[src/rtl/round_hundred_pkg.sv]
package round_hundred_pkg;
  // Strobes the controller hands to the datapath each cycle.
  typedef struct packed {
    logic capture;
  } rnd_strobe_t;
endpackage

[src/rtl/rnd_residue.sv]
// Grouped-table residue: value mod MOD without division.
module rnd_residue #(
  parameter int DATA_W  = 32,
  parameter int GROUP_W = 4,
  parameter int MOD     = 200,
  localparam int RES_W  = $clog2(MOD)
) (
  input  logic [DATA_W-1:0] value,
  output logic [RES_W-1:0]  residue
);
  localparam int NGRP   = (DATA_W + GROUP_W - 1) / GROUP_W;
  localparam int PAD_W  = NGRP * GROUP_W;
  localparam int SUM_W  = $clog2(NGRP * MOD + 1);
  localparam int STEPS  = $clog2(NGRP);
  localparam int ENTRIES = 2 ** GROUP_W;

  // Weight of group i: 2^(GROUP_W*i) mod MOD, folded step by step.
  function automatic int groupWeight(input int idx);
    int w;
    w = 1 % MOD;
    for (int k = 0; k < idx * GROUP_W; k++) w = (w * 2) % MOD;
    return w;
  endfunction

  logic [PAD_W-1:0] padded;
  assign padded = PAD_W'(value);

  logic [RES_W-1:0] groupRes [NGRP];

  for (genvar g = 0; g < NGRP; g++) begin : gGroup
    localparam int WEIGHT = groupWeight(g);
    logic [RES_W-1:0] lut [ENTRIES];
    always_comb begin
      for (int e = 0; e < ENTRIES; e++) lut[e] = RES_W'((e * WEIGHT) % MOD);
    end
    assign groupRes[g] = lut[padded[g*GROUP_W +: GROUP_W]];
  end

  logic [SUM_W-1:0] total;
  always_comb begin
    total = '0;
    for (int g = 0; g < NGRP; g++) total = total + SUM_W'(groupRes[g]);
  end

  // total < NGRP*MOD <= MOD*2^STEPS: subtract MOD*2^k from the top down.
  logic [SUM_W-1:0] acc;
  always_comb begin
    acc = total;
    for (int k = STEPS - 1; k >= 0; k--) begin
      if (acc >= SUM_W'(MOD << k)) acc = acc - SUM_W'(MOD << k);
    end
    residue = RES_W'(acc);
  end
endmodule

[src/rtl/rnd_ctrl.sv]
module rnd_ctrl
  import round_hundred_pkg::*;
(
  input  logic        clk,
  input  logic        rstN,
  input  logic        inValid,
  output rnd_strobe_t strobe,
  output logic        outValid
);
  assign strobe.capture = inValid;

  always_ff @(posedge clk or negedge rstN) begin
    if (!rstN) outValid <= 1'b0;
    else       outValid <= inValid;
  end


  valid_follow_chk: assert property (@(posedge clk) disable iff (!rstN)
    inValid |=> outValid);

  valid_idle_chk: assert property (@(posedge clk) disable iff (!rstN)
    !inValid |=> !outValid);
endmodule

[src/rtl/rnd_datapath.sv]
module rnd_datapath
  import round_hundred_pkg::*;
#(
  parameter int DATA_W  = 32,
  parameter int GROUP_W = 4,
  parameter int STEP    = 100
) (
  input  logic              clk,
  input  logic              rstN,
  input  rnd_strobe_t       strobe,
  input  logic [DATA_W-1:0] inValue,
  output logic [DATA_W-1:0] resultQ,
  output logic              ovfQ
);
  localparam int MOD   = 2 * STEP;
  localparam int HALF  = STEP / 2;
  localparam int UPPER = STEP + HALF;
  localparam int RES_W = $clog2(MOD);
  localparam int EXT_W = DATA_W + 1;
  localparam logic [EXT_W-1:0] MAXV = {1'b0, {DATA_W{1'b1}}};
  localparam logic [DATA_W-1:0] SAT = DATA_W'((MAXV / EXT_W'(STEP)) * EXT_W'(STEP));

  logic [RES_W-1:0] rem;

  rnd_residue #(.DATA_W(DATA_W), .GROUP_W(GROUP_W), .MOD(MOD)) u_residue (
    .value  (inValue),
    .residue(rem)
  );

  logic [EXT_W-1:0] base, pick;
  logic             overflow;
  logic [DATA_W-1:0] rounded;

  always_comb begin
    base = EXT_W'(inValue) - EXT_W'(rem);
    if (rem <= RES_W'(HALF))      pick = base;
    else if (rem < RES_W'(UPPER)) pick = base + EXT_W'(STEP);
    else                          pick = base + EXT_W'(MOD);
    overflow = pick > MAXV;
    rounded  = overflow ? SAT : pick[DATA_W-1:0];
  end

  always_ff @(posedge clk or negedge rstN) begin
    if (!rstN) begin
      resultQ <= '0;
      ovfQ    <= 1'b0;
    end else if (strobe.capture) begin
      resultQ <= rounded;
      ovfQ    <= overflow;
    end
  end


  residue_chk: assert property (@(posedge clk) disable iff (!rstN)
    strobe.capture |-> (32'(rem) == 32'(inValue % DATA_W'(MOD))));

  nearest_chk: assert property (@(posedge clk) disable iff (!rstN)
    strobe.capture |=> (ovfQ ||
      ((resultQ >= $past(inValue)) ? (resultQ - $past(inValue)) <= DATA_W'(HALF)
                                   : ($past(inValue) - resultQ) <= DATA_W'(HALF))));

  multiple_chk: assert property (@(posedge clk) disable iff (!rstN)
    (resultQ % DATA_W'(STEP)) == '0);

  no_overflow_chk: assert property (@(posedge clk) disable iff (!rstN)
    ovfQ |-> resultQ == SAT);

  hold_chk: assert property (@(posedge clk) disable iff (!rstN)
    !strobe.capture |=> ($stable(resultQ) && $stable(ovfQ)));
endmodule

[src/rtl/round_hundred_even.sv]
module round_hundred_even
  import round_hundred_pkg::*;
#(
  parameter int DATA_W  = 32,
  parameter int GROUP_W = 4,
  parameter int STEP    = 100
) (
  input  logic              clk,
  input  logic              rstN,
  input  logic              inValid,
  input  logic [DATA_W-1:0] inValue,
  output logic              outValid,
  output logic [DATA_W-1:0] outValue,
  output logic              outOverflow
);
  rnd_strobe_t strobe;

  rnd_ctrl u_ctrl (
    .clk     (clk),
    .rstN    (rstN),
    .inValid (inValid),
    .strobe  (strobe),
    .outValid(outValid)
  );

  rnd_datapath #(.DATA_W(DATA_W), .GROUP_W(GROUP_W), .STEP(STEP)) u_dp (
    .clk    (clk),
    .rstN   (rstN),
    .strobe (strobe),
    .inValue(inValue),
    .resultQ(outValue),
    .ovfQ   (outOverflow)
  );
endmodule

[config.mk]
export PLATFORM = sky130hd
export DESIGN_NAME = round_hundred_even
export DESIGN_NICKNAME = d
export VERILOG_FILES = /design/src/rtl/round_hundred_pkg.sv /design/src/rtl/rnd_residue.sv /design/src/rtl/rnd_ctrl.sv /design/src/rtl/rnd_datapath.sv /design/src/rtl/round_hundred_even.sv
export SDC_FILE = /design/constraint.sdc
export NUM_CORES = 1
export LEC_CHECK = 0
export BUFFER_PORTS_ARGS = -buffer_cell sky130_fd_sc_hd__buf_2
export CORE_ASPECT_RATIO = 1.1
export CORE_MARGIN = 4
export CORE_UTILIZATION = 61
export DETAILED_ROUTE_END_ITERATION = 7
export PLACE_DENSITY = 0.85
export SLEW_MARGIN = 10
export SYNTH_ARGS = -nofsm -noshare
export SYNTH_HDL_FRONTEND = slang
export SYNTH_SLANG_ARGS = --single-unit
[constraint.sdc]
create_clock -name clk -period 1.05 [get_ports clk]
set_clock_uncertainty 0.1 [all_clocks]
set_input_delay 0.0525 -clock clk [delete_from_list [all_inputs] [get_ports clk]]
set_output_delay 0.0525 -clock clk [all_outputs]
set_load 0.02 [all_outputs]
==> qor.yml, run 1 <==
ys_ff_latch: 32
ys_types: 86
ys.flop_type: "dfrtp_1"
dp_cells: 1105
ys_async_sr_fraction: 1.00
lastStage: "5_1_grt"
netlist_area_mm2: 0.00588
grt_pass1_vias: 10009
grt_max_degree: 20
ys_seq_area_frac: 0.136
status: "stopped before the end"
io_pins: 69
grt_first_pass_wirelength_um: 60000
overflow: 36
portBuffers: 66
syn_avg_cell_area_um2: 8.39
die_x_um: 102
grt_usage: 0.697
pre_cts_ws_ns: -8.82
yosys_warnings: 0
cts_sinks: 32
h-tree-depth: 2
cts_buffers: 5
fp-row-count: 37
synth-edff-count: 0
globalplace.congestion: 0.985
stop_error: "[ERROR GRT-0116] Global routing finished with congestion. Check the congestion regions in the DRC Viewer."
place_hpwl_um: 18600
synth_cells: 701
start_util: 0.626
cts_buffer_depth: 2
clock-root-buffer: "clkbuf_8"
fp.dieH_um: 111
## synthesized netlist by cell type (25+ instances only)
cell type	n	area, um^2
o21ai_0	29	145
fa_1	25	500
nor2_1	59	221
a21oi_1	27	135
nand2_1	57	214
nor3_1	26	130
o22a_1	27	236
xnor2_1	41	359
dfrtp_1	32	801
nand3_1	26	130
inv_1	53	199
ha_1	52	651
## logic make-up after synthesis
| group | Yosys count | share of synthesized area |
|---|---|---|
| buffers and inverters | 84 | 0.0613 |
| XOR/XNOR | 61 | 0.0958 |
| AND/OR/NAND/NOR | 239 | 0.208 |
| flip-flops | 32 | 0.136 |
| other | 1 | 0.000638 |
| AO/OA/AOI/OAI | 177 | 0.238 |
| multiplexers | 30 | 0.0645 |
| adder cells (fa/ha/maj) | 77 | 0.196 |
## through the flow
stage	area (um^2)	util	setup TNS, ns	hold WS (ns)
2_1_floorplan	6100	-	-255.43	-0.343
3_3_place_gp	8300	0.883	-254.75	-0.144
3_5_place_dp	8300	0.883	-272.33	-0.127
4_1_cts	9020	0.960	-250.43	0.0801
## metal layers
metal / GRT usage / overflow
met1: 0.720 / 1
met2: 0.867 / 16
met3: 0.521 / 0
met4: 0.661 / 19
met5: 0.0817 / 0
## what timing repair did
| item | in CTS |
|---|---|
| hold endpoints to repair | 33 |
| setup buffers | 32 |
| gates resized for setup | 72 |
| setup endpoints to repair | 31 |
| pin swaps | 49 |
| cloned | 1 |
| hold buffers | 2 |
==> run 2: changes to the inputs <==
CORE_ASPECT_RATIO = unset   (was 1.1)
CORE_UTILIZATION = 40   (was 61)
PLACE_DENSITY = unset   (was 0.85)
PLACE_DENSITY_LB_ADDON = 0.15   (was unset)
==> run 2 against run 1 <==
Against the previous run: the flow now finishes, with violations (setup timing); area after synthesis is the same; synthesized cell count unchanged.
==> qor.yml, run 2 <==
core_area_mm2: 0.0145
period_minus_slack_ns: 9.14
start_util: 0.406  # -0.220
synth-edff-count: 0  # unchanged
die-area_mm2: 0.0167
fillers: 1225
final_cells: 1220
cts_sinks: 32  # unchanged
status: "finished, violations left"
antenna_found_initial: 0
finalCritPeriodShare: 8.70
synth_area_leaders: "dfrtp_1 14%, ha_1 11%, fa_1 8.5%"
hold_viol_final: 0
whs_endpoint: "u_ctrl.outValid"
synth_top_area_share: 0.136  # unchanged
largest_reg_flops: 30
ys_ff_latch: 32  # unchanged
final_cell_mix: "277 x buf_4, 63 x buf_2, 57 x nor2_1"
ys_async_sr_fraction: 1.00  # unchanged
wl_per_cell_um: 15.9
worstPathMaxFanout: 6
yosys_warnings: 0  # unchanged
grt_usage: 0.228
synth_top_cell_by_area: "dfrtp_1"
setup.worst_path.start_class: "input pin"
grt_first_pass_wirelength_um: 31300
largestRegisters: "u_dp.resultQ x30, u_ctrl.outValid x1, u_dp.ovfQ x1"
clk_latency_ns: 0.27
dp_cells: 1181  # +6.9%
hp-start: "inValid"
fin_ws_ns: -8.09
critPathSlowestCell: "fa_2"
final_core_util: 0.644
num-nets-final: 1148
fmax_mhz: 109
cts_tree: "built"
setup_viol: 31
overflow: 0
ant_nets: 0
die_x_um: 129  # +27%
route.vias.total: 6429
place_hpwl_um: 15900  # -14%
drv_slew: 0
portBuffers: 66  # unchanged
io_pins: 69  # unchanged
antenna_cells: 0
rrSetupSlack_ns: 0.22
clock-root-buffer: "clkbuf_16"
cts_buffer_depth: 2  # unchanged
r2r_start: "u_dp.resultQ[21]"
ys_types: 86  # unchanged
tightest_slew_ns: 0.559
whs_path_depth: 2
cp_data_arrival_time_ns: 9.19
netlist_area_mm2: 0.00588  # unchanged
clk_pin_slew_ns: 0.05
ys_seq_area_frac: 0.136  # unchanged
drt_first_iter_violations: 249
min_path_type: "input pin to register"
rsz0062_at_grt: "yes"
globalplace.congestion: 0.901  # -8.5%
syn_avg_cell_area_um2: 8.39  # unchanged
r2r-end: "u_dp.resultQ[21]"
h-tree-depth: 2  # unchanged
fp-row-count: 44  # +19%
cts_buffers: 5  # unchanged
yosys-top-cells-count: "59 x nor2_1, 57 x nand2_1, 53 x inv_1"
worst_ep_required_time_ns: 1.11
drv_cap: 0
post-synth-top-count-cell: "nor2_1"
worst_path_most_repeated_cell: "fa_1"
ys.flop_type: "dfrtp_1"
worst_slew_margin_rel: 0.624
routed_via_density: 5.27
first_pass_iters: 5
grt_pass1_vias: 6508
failed_checks: "setup timing"
fp.dieH_um: 129  # +16%
grt_max_degree: 25
drcViolationCount: 0
end_kind: "register"
area_growth_pct: 58.7
synth_cells: 701  # unchanged
wirelength_um: 19400
max_stage_delay_ns: 0.59
drive_gt1_frac: 0.472
final_common_cell: "buf_4"
rr_worst_depth: 1
path_class: "input pin to register"
largest_register: "u_dp.resultQ"
[run 2: cell counts after synthesis]
No cell type changed its count.
[run 2: logic make-up (layout without fill, tap and decap cells)]
kind of cell / after synthesis / in the layout / synth area share
XOR/XNOR: 61 / 61 / 0.0958
other: 1 / 2 / 0.000638
adder cells (fa/ha/maj): 77 / 77 / 0.196
multiplexers: 30 / 30 / 0.0645
AO/OA/AOI/OAI: 177 / 177 / 0.238
AND/OR/NAND/NOR: 239 / 239 / 0.208
buffers and inverters: 84 / 418 / 0.0613
flip-flops: 32 / 32 / 0.136
[run 2: routing by layer]
metal,wire length (um),global-route usage,vias to the layer above
met2,9980,0.416,117
met4,317,0.0469,0
li1,-,-,3200
met1,8520,0.298,3086
met5,0,0,-
met3,588,0.0136,26
[run 2: critical path: cells and delay by family]
kind / cells / cell delay (ns)
AO/OA/AOI/OAI: 12 / 2.03
XOR/XNOR: 2 / 0.40
multiplexers: 2 / 0.73
adder cells (fa/ha/maj): 10 / 3.56
AND/OR/NAND/NOR: 10 / 1.71
buffers and inverters: 6 / 0.69
[run 2: timing repair]
item / in CTS / in global routing
gates cloned: 0 / 3
endpoints found under the setup margin: 31 / 31
hold endpoints to repair: 32 / 0
pin swaps: 45 / 52
hold buffers: 1 / 0
resized for setup: 53 / 38
buffers inserted: 16 / 13
[run 2: how the worst max path moves through the flow]
| stage | start | endpoint |
|---|---|---|
| 2_1_floorplan | inValue[12] | u_dp.resultQ[23] |
| 3_3_place_gp | inValue[12] | u_dp.resultQ[23] |
| 3_5_place_dp | inValue[12] | u_dp.resultQ[23] |
| 4_1_cts | inValue[12] | u_dp.resultQ[21] |
| 5_1_grt | inValue[12] | u_dp.resultQ[25] |
| 6_report | inValue[12] | u_dp.resultQ[25] |
[run 2: cell type report]
cell class / instances / area (um^2) / share of cell area
Sequential cell: 32 / 801 / 0.0858
Multi-Input combinational cell: 586 / 5280 / 0.566
Tap cell: 184 / 230 / 0.0247
Clock buffer: 7 / 153 / 0.0164
Timing Repair Buffer: 358 / 2660 / 0.285
Inverter: 53 / 206 / 0.0221
[run 2: stage by stage]
stage	cell area, um^2	TNS [ns]	worst slack (ns)	hold WS [ns]
after global routing	9330	-260.78	-8.46	0.0507
final	9330	-249.27	-8.09	0.0462
after global placement	8450	-257.82	-8.34	-0.138
after CTS	8980	-243.74	-7.93	0.0428
after floorplan	6100	-255.43	-8.38	-0.343
after detailed placement	8450	-262.90	-8.55	-0.134
Power of run 2 is left out: the tool's default activity adds up to more than one toggle a clock period on the data nets, which glitch-free logic cannot reach.
